$ cat src/rtl/snd_io_decode.sv
module snd_io_decode #(
  parameter logic [511:0] ROM_IMAGE = {16{32'hC35A_960F}}
) (
  input  logic        clk,
  input  logic        rst_n,
  input  logic [15:0] cpu_addr,
  input  logic        cpu_rd,
  input  logic        cpu_wr,
  input  logic [7:0]  cpu_wdata,
  output logic [7:0]  cpu_rdata,
  input  logic [7:0]  ram_rdata,
  output logic [15:0] ram_addr,
  output logic [7:0]  ram_wdata,
  output logic        ram_we,
  output logic [6:0]  dsp_addr,
  output logic [7:0]  dsp_wdata,
  output logic        dsp_rd,
  output logic        dsp_wr,
  input  logic [7:0]  dsp_rdata,
  output logic [2:0]  timer_en,
  output logic [2:0]  tgt_we,
  output logic [7:0]  tgt_data,
  output logic [2:0]  cnt_rd,
  output logic [2:0]  cnt_clr,
  input  logic [11:0] cnt_val,
  output logic [1:0]  port_clr
);

  logic       io_page, rom_win, ctl_wr, stored;
  logic [3:0] sel;
  logic [7:0] idx_q;
  logic [2:0] ten_q;
  logic       rom_q;

  assign io_page = cpu_addr[15:4] == 12'h00F;
  assign rom_win = cpu_addr[15:6] == 10'h3FF;
  assign sel     = cpu_addr[3:0];
  assign ctl_wr  = cpu_wr && io_page && sel == 4'h1;

  always_comb begin
    case (sel)
      4'h2, 4'h4, 4'h5, 4'h6, 4'h7, 4'h8, 4'h9: stored = 1'b1;
      default:                                  stored = 1'b0;
    endcase
  end

  always_ff @(posedge clk) begin
    if (!rst_n) begin
      idx_q <= 8'h00;
      ten_q <= 3'b000;
      rom_q <= 1'b1;
    end else begin
      if (cpu_wr && io_page && sel == 4'h2) idx_q <= cpu_wdata;
      if (ctl_wr) begin
        ten_q <= cpu_wdata[2:0];
        rom_q <= cpu_wdata[7];
      end
    end
  end

  assign ram_addr  = cpu_addr;
  assign ram_wdata = cpu_wdata;
  assign ram_we    = cpu_wr && (!io_page || stored);

  assign dsp_addr  = idx_q[6:0];
  assign dsp_wdata = cpu_wdata;
  assign dsp_rd    = cpu_rd && io_page && sel == 4'h3;
  assign dsp_wr    = cpu_wr && io_page && sel == 4'h3 && !idx_q[7];

  assign timer_en  = ten_q;
  assign tgt_data  = cpu_wdata;
  assign port_clr  = ctl_wr ? cpu_wdata[5:4] : 2'b00;

  for (genvar t = 0; t < 3; t++) begin : g_tmr
    assign tgt_we[t]  = cpu_wr && io_page && sel == 4'(4'hA + t);
    assign cnt_rd[t]  = cpu_rd && io_page && sel == 4'(4'hD + t);
    assign cnt_clr[t] = cpu_wr && io_page && sel == 4'(4'hD + t);
  end

  always_comb begin
    cpu_rdata = ram_rdata;
    if (io_page) begin
      case (sel)
        4'h0, 4'h1, 4'hA, 4'hB, 4'hC: cpu_rdata = 8'h00;
        4'h3: cpu_rdata = dsp_rdata;
        4'hD: cpu_rdata = {4'h0, cnt_val[3:0]};
        4'hE: cpu_rdata = {4'h0, cnt_val[7:4]};
        4'hF: cpu_rdata = {4'h0, cnt_val[11:8]};
        default: cpu_rdata = ram_rdata;
      endcase
    end else if (rom_win && rom_q) begin
      cpu_rdata = ROM_IMAGE[{cpu_addr[5:0], 3'b000} +: 8];
    end
  end

endmodule

$ cat config.mk
export PLATFORM = sky130hd
export DESIGN_NAME = snd_io_decode
export DESIGN_NICKNAME = d
export VERILOG_FILES = /design/src/rtl/snd_io_decode.sv
export SDC_FILE = /design/constraint.sdc
export NUM_CORES = 1
export LEC_CHECK = 0
export BUFFER_PORTS_ARGS = -buffer_cell sky130_fd_sc_hd__buf_4
export CAP_MARGIN = 15
export CELL_PAD_IN_SITES_DETAIL_PLACEMENT = 1
export CELL_PAD_IN_SITES_GLOBAL_PLACEMENT = 1
export CORE_MARGIN = 1
export CORE_UTILIZATION = 25
export CTS_CLUSTER_DIAMETER = 50
export CTS_CLUSTER_SIZE = 12
export DETAILED_ROUTE_END_ITERATION = 8
export GPL_ROUTABILITY_DRIVEN = 1
export MAX_ROUTING_LAYER = met4
export PLACE_DENSITY = 0.9
export SYNTH_ARGS = -nofsm -noshare
export SYNTH_HDL_FRONTEND = slang
export SYNTH_SLANG_ARGS = --single-unit
export TNS_END_PERCENT = 100
$ cat constraint.sdc
create_clock -name clk -period 2.1 [get_ports clk]
set_clock_uncertainty 0.05 [all_clocks]
set_input_delay 0.21 -clock clk [delete_from_list [all_inputs] [get_ports clk]]
set_output_delay 0.21 -clock clk [all_outputs]
set_load 0.02 [all_outputs]
==> reports/qor.tcl, run 1 <==
set qor(holdWs_ns) 0.1804
set qor(hold_bufs_at_cts) 0
set qor(final-setup-viol-count) 0
set qor(post-route-min-period_ns) 2.027
set qor(die_height_um) 79.98
set qor(floorplan.rows) 28
set qor(tritoncts_clock_tree) {yes}
set qor(final_period_utilization) 0.9655
set qor(totalWireLength_um) 5564
set qor(worstSetupPathType) {in2out}
set qor(synth.yosys.warnings) 0
set qor(core_area_sq_mm) 0.005886
set qor(ys.flop_type) {sky130_fd_sc_hd__dfxtp_1}
set qor(synth.net_count) 253
set qor(floorplan.die.width_um) 79.98
set qor(synth.top_cells.by_area) {sky130_fd_sc_hd__buf_4 (23%), sky130_fd_sc_hd__dfxtp_1 (16%), sky130_fd_sc_hd__mux2i_1 (8.6%)}
set qor(ys_async_sr_fraction) 0
set qor(arrival_ns) 1.77
set qor(cts-root-buf) {sky130_fd_sc_hd__clkbuf_8}
set qor(vias) 1723
set qor(timing.critical_path.to_type) {output port}
set qor(synth_edf_count) 0
set qor(firstDrtPassIters) 5
set qor(synth_area_per_cell_sq_um) 7.918
set qor(path_clk_slew_ns) 0.05
set qor(endpoint_required_time_on_the_critical_path_ns) 1.84
set qor(post_synthesis_cells) 192
set qor(drt.antenna.violating_nets) 0
set qor(worst_slew_margin_relative_to_its_limit) 0.7462
set qor(avgRoutedWirePerCell_um) 15.41
set qor(hold_path.class) {in2reg}
set qor(mapped_cell_area_sq_mm) 0.001520
set qor(cts-htree-levels) 1
set qor(layout-drive-gt1-share) 0.6049
set qor(remaining_drc_errors) 0
set qor(final_max_slew_viol_count) 0
set qor(finish.cell_count_without_fillers) 361
set qor(multiInputGateArea_sq_um) 918.4
set qor(power_leakage_nw) 1.236
set qor(max_capacitance_violation_total) 0
set qor(layout.area.seq_sq_um) 240.2
set qor(drt-vias-per-instance) 4.773
set qor(buffer_ports.inserted) 127
set qor(diodes) 0
set qor(cts_buffers) 3
set qor(cts_setup_buffers) 0
set qor(ys_ff_latch) 12
set qor(dp_cells) 357
set qor(clock_sinks) 12
set qor(grt_pass1_vias) 1729
set qor(area_delta_synth_final_pct) 60.41
set qor(grt_remaining_overflow) 0
set qor(worst_slew_pin_slew_ns) 0.3797
set qor(yosys.area.top_type) {sky130_fd_sc_hd__buf_4}
set qor(post_synth_num_cell_types) 39
set qor(worst-r2r-setup-slack_ns) 1.44
set qor(dp_hpwl_um) 4575
set qor(layout_filler_cell_count) 723
set qor(grt_start_max_net_pins) 21
set qor(synth-seq-area-share) 0.1580
set qor(start_kind) {primary input}
set qor(design.die.area_sq_mm) 0.006397
set qor(finalNetCount) 348
set qor(run_status) {finished clean}
set qor(start_util) 0.2583
set qor(worst-path-max-fanout) 8
set qor(gp_congestion) 0.8773
set qor(post-synth-top-area-fraction) 0.2321
set qor(grt_first_pass_wirelength_um) 8031
set qor(report.final.hold_viol_count) 0
set qor(clock_insertion_delay_worst_skew_ns) 0.25
set qor(rsz0062_at_grt) {yes}
set qor(power-per-cell-area_mw_per_mm2) 350.3
set qor(antenna_violations_before_repair) 0
set qor(design.portCount) 128
set qor(ir_drop_v) 0.0002999
set qor(fmaxAchievable_mhz) 493.2
set qor(cts_max_path_buffers) 2
set qor(drtIter0Drc) 32
set qor(gr_usage_total) 0.1654
cells in the final DEF (no fill, tap or decap), types with 3 or more instances in the layout:
cell type,n
sky130_fd_sc_hd__buf_4,147
sky130_fd_sc_hd__nand2_1,22
sky130_fd_sc_hd__mux2i_1,13
sky130_fd_sc_hd__dfxtp_1,12
sky130_fd_sc_hd__nor2_1,11
sky130_fd_sc_hd__and2_1,10
sky130_fd_sc_hd__a221oi_2,7
sky130_fd_sc_hd__nand4_1,5
sky130_fd_sc_hd__and3_1,5
sky130_fd_sc_hd__inv_1,4
sky130_fd_sc_hd__clkbuf_8,4
sky130_fd_sc_hd__nor3b_1,3
sky130_fd_sc_hd__o211ai_1,3
layer usage:
layer	share of wire	track usage	vias up
li1	-	-	823
met1	0.37	0.1660	807
met2	0.53	0.3171	85
met3	0.079	0.03429	8
met4	0.020	0.05179	0
met5	0	-	-
repair_timing:
item / CTS / global route
resized for setup: 4 / 12
pin swaps: 0 / 4
endpoints found under the setup margin: 8 / 8
cell usage after synthesis, types with 3 or more instances:
cell and number:
sky130_fd_sc_hd__mux2i_1 13, sky130_fd_sc_hd__buf_4 47, sky130_fd_sc_hd__nand2_1 22, sky130_fd_sc_hd__nand4_1 5
sky130_fd_sc_hd__nor3b_1 3, sky130_fd_sc_hd__and3_1 5, sky130_fd_sc_hd__dfxtp_1 12, sky130_fd_sc_hd__a221oi_1 3
sky130_fd_sc_hd__a221oi_2 5, sky130_fd_sc_hd__buf_2 5, sky130_fd_sc_hd__a211oi_1 3, sky130_fd_sc_hd__clkbuf_1 4
sky130_fd_sc_hd__nor2_1 11, sky130_fd_sc_hd__ha_1 5, sky130_fd_sc_hd__inv_1 6, sky130_fd_sc_hd__and2_1 10
sky130_fd_sc_hd__o211ai_1 3
area by class of cell:
cell class | count | area share
inverters | 6 | 0.01129
multi-input cells | 117 | 0.3766
clock buffers | 4 | 0.02258
flip-flops and latches | 12 | 0.09851
well taps | 75 | 0.03848
repair buffers | 147 | 0.4525
report_power, final:
part / internal [mW] / total (mW) / switching (mW)
registers: 0.228 / 0.228 / 0.00000107
clock network: 0.166 / 0.259 / 0.0932
logic: 0.181 / 0.367 / 0.186
flip-flops by register name, summed over array words and instances, names as in the netlist:
signal	flops
timer_en	3
rom_q	1
idx_q	8
metrics by stage:
step	utilization	worst slack (ns)	power, mW	instance area (sq um)	setup TNS [ns]
final	0.4143	0.07253	0.8542	2439	0
after global routing	0.4143	-0.03839	0.8866	2439	-0.08520
after CTS	0.4065	0.01267	0.8453	2392	0
after detailed placement	0.3948	-0.09002	0.5896	2323	-0.2809
after global placement	0.3948	-0.01472	0.5814	2323	-0.03350
after floorplan	-	0.09105	0.4295	1525	0
final timing paths:
kind                              start                    end  depth (start not counted)
setup reg to reg     rom_q$_SDFFE_PN1P_     rom_q$_SDFFE_PN1P_                          2
setup / recovery            cpu_addr[1]           cpu_rdata[4]                          8
hold / removal             cpu_wdata[3]  idx_q[3]$_SDFFE_PN0P_                          3
hold reg to reg   idx_q[3]$_SDFFE_PN0P_  idx_q[3]$_SDFFE_PN0P_                          2
worst max-delay path: stages:
cell	delay, ns
sky130_fd_sc_hd__buf_4	0.15
sky130_fd_sc_hd__inv_4	0.06
sky130_fd_sc_hd__ha_2	0.17
sky130_fd_sc_hd__nor2_1	0.06
sky130_fd_sc_hd__a221o_1	0.39
sky130_fd_sc_hd__a21o_4	0.28
sky130_fd_sc_hd__a221oi_2	0.25
sky130_fd_sc_hd__buf_4	0.18
kinds of logic (layout without fill, tap and decap cells):
group / count (synthesis) / after routing / share of synthesized area
simple gates: 72 / 72 / 0.2708
buf+inv: 63 / 157 / 0.2807
compound gates: 27 / 27 / 0.1638
mux: 13 / 13 / 0.08559
flops: 12 / 12 / 0.1580
fa+ha+maj: 5 / 5 / 0.04115
Note: power is estimated with default switching activity, not from simulation.
==> run 2, diff against run 1 <==
Settings changed: CELL_PAD_IN_SITES_DETAIL_PLACEMENT 1 to unset, CELL_PAD_IN_SITES_GLOBAL_PLACEMENT 1 to unset, CORE_UTILIZATION 25 to 39, PLACE_DENSITY 0.9 to 0.91.
==> reports/qor.tcl, run 2 (synthesized netlist as in run 1, its figures left out) <==
set qor(most-common-layout-cells) {sky130_fd_sc_hd__buf_4 (148), sky130_fd_sc_hd__nand2_1 (22), sky130_fd_sc_hd__mux2i_1 (13)}
set qor(critical_path.top_delay_family) {compound AO/OA/AOI/OAI gates}
set qor(cts_max_path_buffers) 2 ;# unchanged
set qor(worst-r2r-setup-slack_ns) 1.44 ;# about the same
set qor(fmaxAchievable_mhz) 487.1 ;# -1.2%
set qor(design.portCount) 128 ;# unchanged
set qor(cts-root-buf) {sky130_fd_sc_hd__clkbuf_8}
set qor(ir_drop_v) 0.0003389 ;# +13%
set qor(final-setup-viol-count) 0 ;# unchanged
set qor(holdPathEnd) {idx_q[6]$_SDFFE_PN0P_}
set qor(vias) 1688 ;# -2.0%
set qor(die_height_um) 64.44 ;# -19%
set qor(design.die.area_sq_mm) 0.004152 ;# -35%
set qor(setup.worst_path.start) {cpu_addr[1]}
set qor(totalWireLength_um) 4784 ;# -14%
set qor(worstSetupPathType) {in2out}
set qor(diodes) 0 ;# unchanged
set qor(met2_usage) 0.4368 ;# +0.1197
set qor(hold_path.class) {in2reg}
set qor(clock_sinks) 12 ;# unchanged
set qor(reg2regPathDepth) 2 ;# unchanged
set qor(max_flop_register) {idx_q}
set qor(critical_path.slowest_cell) {sky130_fd_sc_hd__a221o_1}
set qor(path_clk_slew_ns) 0.05 ;# about the same
set qor(worstPathCellList) {buf_4 > ha_2 > o21bai_1 > a221o_1 > buf_4 > a211oi_1 > a221oi_2 > buf_4}
set qor(report.final.hold_viol_count) 0 ;# unchanged
set qor(gp_congestion) 0.9656 ;# +10%
set qor(cts-htree-levels) 1 ;# unchanged
set qor(tritoncts_clock_tree) {yes}
set qor(finalNetCount) 349 ;# +0.29%
set qor(global_route.usage.met3) 0.04049 ;# +0.006207
set qor(busiest_layer) {met2}
set qor(timing.rr.end) {rom_q$_SDFFE_PN1P_}
set qor(timing.critical_path.to_type) {output port}
set qor(post-route-min-period_ns) 2.053 ;# +0.02536 ns
set qor(grt_remaining_overflow) 0 ;# unchanged
set qor(core_area_sq_mm) 0.003689 ;# -37%
set qor(drt-vias-per-instance) 5.039 ;# +5.6%
set qor(firstDrtPassIters) 4 ;# -1
set qor(clock_insertion_delay_worst_skew_ns) 0.24 ;# about the same
set qor(final_period_utilization) 0.9775 ;# +0.01208
set qor(hold_path.startpoint) {cpu_wdata[6]}
set qor(start_util) 0.4121 ;# +0.1539
set qor(dp_hpwl_um) 3993 ;# -13%
set qor(grt_first_pass_wirelength_um) 7327 ;# -8.8%
set qor(worst-path-max-fanout) 7 ;# -1
set qor(final_util) 0.6496 ;# +0.2353
set qor(arrival_ns) 1.79 ;# +0.02 ns
set qor(hold_bufs_at_cts) 0 ;# unchanged
set qor(cts_buffers) 3 ;# unchanged
set qor(critical_path.most_common_cell) {sky130_fd_sc_hd__buf_4}
set qor(endpoint_required_time_on_the_critical_path_ns) 1.84 ;# about the same
set qor(worst_slew_pin_slew_ns) 0.3581 ;# -0.02170 ns
set qor(power_leakage_nw) 1.247 ;# +0.87%
set qor(grt_start_max_net_pins) 21 ;# unchanged
set qor(gr_usage_total) 0.2298 ;# +0.06440
set qor(antenna_violations_before_repair) 0 ;# unchanged
set qor(holdWs_ns) 0.1902 ;# +0.009800 ns
set qor(flip_flop_count_of_the_largest_register_all_copies_and_words_added) 8 ;# unchanged
set qor(use_met1) 0.2276 ;# +0.06157
set qor(rsz0062_at_grt) {yes}
set qor(floorplan.rows) 22 ;# -21%
set qor(layout-drive-gt1-share) 0.5958 ;# -0.009076
set qor(worst_slew_margin_relative_to_its_limit) 0.7607 ;# +0.01450
set qor(drt.antenna.violating_nets) 0 ;# unchanged
set qor(max_capacitance_violation_total) 0 ;# unchanged
set qor(worst_r2r_startpoint) {rom_q$_SDFFE_PN1P_}
set qor(grt_pass1_vias) 1590 ;# -8.0%
set qor(critical_path.n_buffers_inverters) 3 ;# unchanged
set qor(start_kind) {primary input}
set qor(min_delay_path_depth) 3 ;# unchanged
set qor(run_status) {finished clean}
set qor(power-per-cell-area_mw_per_mm2) 349.6 ;# -0.19%
set qor(floorplan.die.width_um) 64.44 ;# -19%
set qor(remaining_drc_errors) 0 ;# unchanged
set qor(layout_commonest_cell) {sky130_fd_sc_hd__buf_4}
set qor(area_delta_synth_final_pct) 57.61
set qor(avgRoutedWirePerCell_um) 14.28 ;# -7.3%
set qor(buffer_ports.inserted) 127 ;# unchanged
set qor(drtIter0Drc) 90 ;# +180%
set qor(final_max_slew_viol_count) 0 ;# unchanged
set qor(crit_path_max_incr_delay_ns) 0.38 ;# about the same
run 2: timing repair:
item / 4_1_cts / 5_1_grt
setup endpoints to repair: 8 / 9
setup buffers: 0 / 0
resized for setup: 2 / 8
run 2: stage by stage:
stage | power, mW | instances | TNS, ns | area (sq um) | setup slack [ns]
2_1_floorplan | 0.4295 | 192 | 0 | 1525 | 0.09105
3_3_place_gp | 0.5812 | 331 | -0.004145 | 2297 | -0.003813
3_5_place_dp | 0.5893 | 331 | -0.3880 | 2297 | -0.1115
4_1_cts | 0.8387 | 335 | 0 | 2356 | 0.006524
5_1_grt | 0.8760 | 335 | -0.1054 | 2396 | -0.05794
6_report | 0.8377 | 335 | 0 | 2396 | 0.04717
run 2: tightest hold or removal path, stage by stage:
cell and delay (ns):
sky130_fd_sc_hd__buf_4 0.12, sky130_fd_sc_hd__nand2_1 0.05, sky130_fd_sc_hd__mux2i_1 0.05
run 2: final cells by class:
type | count | area [sq um]
multi-input cells | 117 | 907.1
inverters | 6 | 22.52
repair buffers | 148 | 1111
clock buffers | 4 | 55.05
flip-flops and latches | 12 | 240.2
fillers | 303 | 1292
well taps | 48 | 60.06
run 2: worst max-delay path by stage:
stage / endpoint / slack, ns / cells after the start
2_1_floorplan: cpu_rdata[0] / 0.09 / 8
3_3_place_gp: cpu_rdata[3] / -0.004 / 8
3_5_place_dp: cpu_rdata[1] / -0.11 / 7
4_1_cts: cpu_rdata[3] / 0.007 / 9
5_1_grt: cpu_rdata[3] / -0.06 / 9
6_report: cpu_rdata[2] / 0.05 / 8
run 2: routing by layer:
layer	routed length, um	up-vias
met1	1743	752
met2	2488	95
li1	-	825
met5	0	-
met3	394	16
met4	157	0
run 2: where the power goes:
group          internal (mW)  leakage (nW)  switching, mW  total [mW]
Clock                  0.165        0.0288         0.0804       0.246
Combinational          0.182          1.12          0.182       0.364
Sequential             0.228        0.0966     0.00000103       0.228
==> run 3, diff against run 2 <==
Settings changed: CELL_PAD_IN_SITES_DETAIL_PLACEMENT set to 1, CELL_PAD_IN_SITES_GLOBAL_PLACEMENT set to 1, CORE_UTILIZATION 39 to 25, CTS_BUF_LIST set to sky130_fd_sc_hd__clkbuf_16, PLACE_DENSITY 0.91 to 0.9.
==> reports/qor.tcl, run 3 (synthesized netlist as in run 1, its figures left out) <==
set qor(run_status) {finished clean}
set qor(core_area_sq_mm) 0.005886 ;# +60%
set qor(layout_filler_cell_count) 717 ;# +140%
set qor(antenna_violations_before_repair) 0 ;# unchanged
set qor(dp_hpwl_um) 4575 ;# +15%
set qor(critical_path.slowest_cell) {sky130_fd_sc_hd__a221o_1}
set qor(start_util) 0.2583 ;# -0.1539
set qor(arrival_ns) 1.76 ;# -0.03 ns
set qor(hold_path.class) {in2reg}
set qor(critical_path.n_buffers_inverters) 3 ;# unchanged
set qor(floorplan.rows) 28 ;# +27%
set qor(p_int_mw) 0.6594 ;# +15%
set qor(avgRoutedWirePerCell_um) 15.25 ;# +6.8%
set qor(crit_path_max_incr_delay_ns) 0.39 ;# about the same
set qor(finish.cell_count_without_fillers) 361 ;# +7.8%
set qor(cts-htree-levels) 1 ;# unchanged
set qor(vias) 1721 ;# +2.0%
set qor(max_capacitance_violation_total) 0 ;# unchanged
set qor(die_height_um) 79.98 ;# +24%
set qor(worst-path-max-fanout) 8 ;# +1
set qor(power.share.switching) 0.2940 ;# -0.01975
set qor(worst_slew_pin_slew_ns) 0.3797 ;# +0.02170 ns
set qor(remaining_drc_errors) 0 ;# unchanged
set qor(tritoncts_clock_tree) {yes}
set qor(fin_ws_ns) 0.07823 ;# +0.03106 ns
set qor(seqPwrFrac) 0.245 ;# -0.027
set qor(most-common-layout-cells) {sky130_fd_sc_hd__buf_4 (147), sky130_fd_sc_hd__nand2_1 (22), sky130_fd_sc_hd__mux2i_1 (13)}
set qor(drtIter0Drc) 34 ;# -62%
set qor(timing.critical_path.to_type) {output port}
set qor(grt_remaining_overflow) 0 ;# unchanged
set qor(rsz0062_at_grt) {yes}
set qor(post-route-cell-area_sq_mm) 0.002462 ;# +2.8%
set qor(clock_sinks) 12 ;# unchanged
set qor(power.share.combinational) 0.393 ;# -0.042
set qor(placed_cell_area_sq_mm) 0.002323 ;# +1.1%
set qor(endpoint_required_time_on_the_critical_path_ns) 1.84 ;# about the same
set qor(cts-root-buf) {sky130_fd_sc_hd__clkbuf_16}
set qor(holdWs_ns) 0.1996 ;# +0.009390 ns
set qor(grt_first_pass_wirelength_um) 8038 ;# +9.7%
set qor(net-switching-power_mw) 0.2747 ;# +4.5%
set qor(drt-vias-per-instance) 4.767 ;# -5.4%
set qor(post-route-min-period_ns) 2.022 ;# -0.03106 ns
set qor(flip_flop_count_of_the_largest_register_all_copies_and_words_added) 8 ;# unchanged
set qor(dpl_worst_slack_ns) -0.09002 ;# +0.02147 ns
set qor(pwr-share-clk) 0.362 ;# +0.069
set qor(start_kind) {primary input}
set qor(path_clk_slew_ns) 0.04 ;# about the same
set qor(final_period_utilization) 0.9627 ;# -0.01479
set qor(buffer_ports.inserted) 127 ;# unchanged
set qor(power_leakage_nw) 1.246 ;# about the same
set qor(gr_usage_total) 0.1652 ;# -0.06465
set qor(gp_congestion) 0.8773 ;# -9.1%
set qor(area_delta_synth_final_pct) 61.98
set qor(grt_pass1_vias) 1733 ;# +9.0%
set qor(diodes) 0 ;# unchanged
set qor(final_util) 0.4184 ;# -0.2312
set qor(grt_start_max_net_pins) 21 ;# unchanged
set qor(ir_drop_v) 0.0003390 ;# about the same
set qor(final_max_slew_viol_count) 0 ;# unchanged
set qor(report.final.hold_viol_count) 0 ;# unchanged
set qor(critical_path.most_common_cell) {sky130_fd_sc_hd__buf_4}
set qor(floorplan.die.width_um) 79.98 ;# +24%
set qor(firstDrtPassIters) 5 ;# +1
set qor(power-per-cell-area_mw_per_mm2) 379.4 ;# +8.5%
set qor(design.die.area_sq_mm) 0.006397 ;# +54%
set qor(max_flop_register) {idx_q}
set qor(worstPathCellList) {buf_4 > inv_4 > ha_2 > nor2_1 > a221o_1 > a21o_4 > a221oi_2 > buf_4}
set qor(fmaxAchievable_mhz) 494.6 ;# +1.5%
set qor(cts_buffers) 3 ;# unchanged
set qor(layout_commonest_cell) {sky130_fd_sc_hd__buf_4}
set qor(final-setup-viol-count) 0 ;# unchanged
set qor(critical_path.top_delay_family) {compound AO/OA/AOI/OAI gates}
set qor(design.portCount) 128 ;# unchanged
set qor(finalNetCount) 348 ;# -0.29%
set qor(layout-drive-gt1-share) 0.6014 ;# +0.005580
set qor(worst_slew_margin_relative_to_its_limit) 0.7462 ;# -0.01450
set qor(drt.antenna.violating_nets) 0 ;# unchanged
set qor(clock_insertion_delay_worst_skew_ns) 0.23 ;# about the same
set qor(totalWireLength_um) 5506 ;# +15%
set qor(dp_cells) 357 ;# +7.9%
set qor(cts_max_path_buffers) 2 ;# unchanged
set qor(worstSetupPathType) {in2out}
-- run 3: what timing repair did --
action                                  CTS  global route
endpoints found under the setup margin    8             8
pin swaps                                 0             4
setup buffers                             0             0
resized for setup                         4            12
hold buffers                              0             0
-- run 3: cell type report --
| cell class | instances | area (sq um) | share of cell area |
|---|---|---|---|
| sequential | 12 | 240.2 | 0.09756 |
| clock inverter | 1 | 3.754 | 0.001524 |
| inverter | 6 | 27.53 | 0.01118 |
| multi-input combinational | 117 | 918.4 | 0.3730 |
| tap | 75 | 93.84 | 0.03811 |
| timing repair buffer | 147 | 1104 | 0.4482 |
| clock buffer | 3 | 75.07 | 0.03049 |
-- run 3: layer usage --
layer / up-vias / part of all wire / routed length [um] / GRT usage
li1: 823 / - / - / -
met1: 815 / 0.38 / 2069 / 0.1653
met2: 81 / 0.54 / 2994 / 0.3197
met3: 2 / 0.077 / 426 / 0.03771
met4: 0 / 0.0031 / 17 / 0.04107
met5: - / 0 / 0 / -
-- run 3: final timing paths --
path,start,endpoint,slack [ns],cells past startpoint
setup / recovery,cpu_addr[1],cpu_rdata[4],0.08,8
hold / removal,cpu_wdata[3],idx_q[3]$_SDFFE_PN0P_,0.20,3
setup reg to reg,rom_q$_SDFFE_PN1P_,rom_q$_SDFFE_PN1P_,1.44,2
hold reg to reg,idx_q[3]$_SDFFE_PN0P_,idx_q[3]$_SDFFE_PN0P_,0.41,2
-- run 3: through the flow --
step / power, mW / TNS (ns)
finish: 0.9341 / 0
global route: 0.9840 / -0.08520
CTS: 0.9378 / 0
detailed placement: 0.5896 / -0.2809
global placement: 0.5814 / -0.03350
floorplan: 0.4295 / 0
-- run 3: power by group through the flow --
stage,Combinational (mW),Clock (mW),Sequential [mW]
finish,0.367,0.338,0.229
global route,0.391,0.364,0.228
detailed placement,0.357,0,0.233
floorplan,0.197,0,0.233
CTS,0.360,0.350,0.229
global placement,0.349,0,0.233
-- run 3: worst register-to-register path, cell delays in order, from the launching register on --
cell and delay, ns:
sky130_fd_sc_hd__dfxtp_1 0.32, sky130_fd_sc_hd__inv_1 0.04, sky130_fd_sc_hd__o211ai_1 0.16
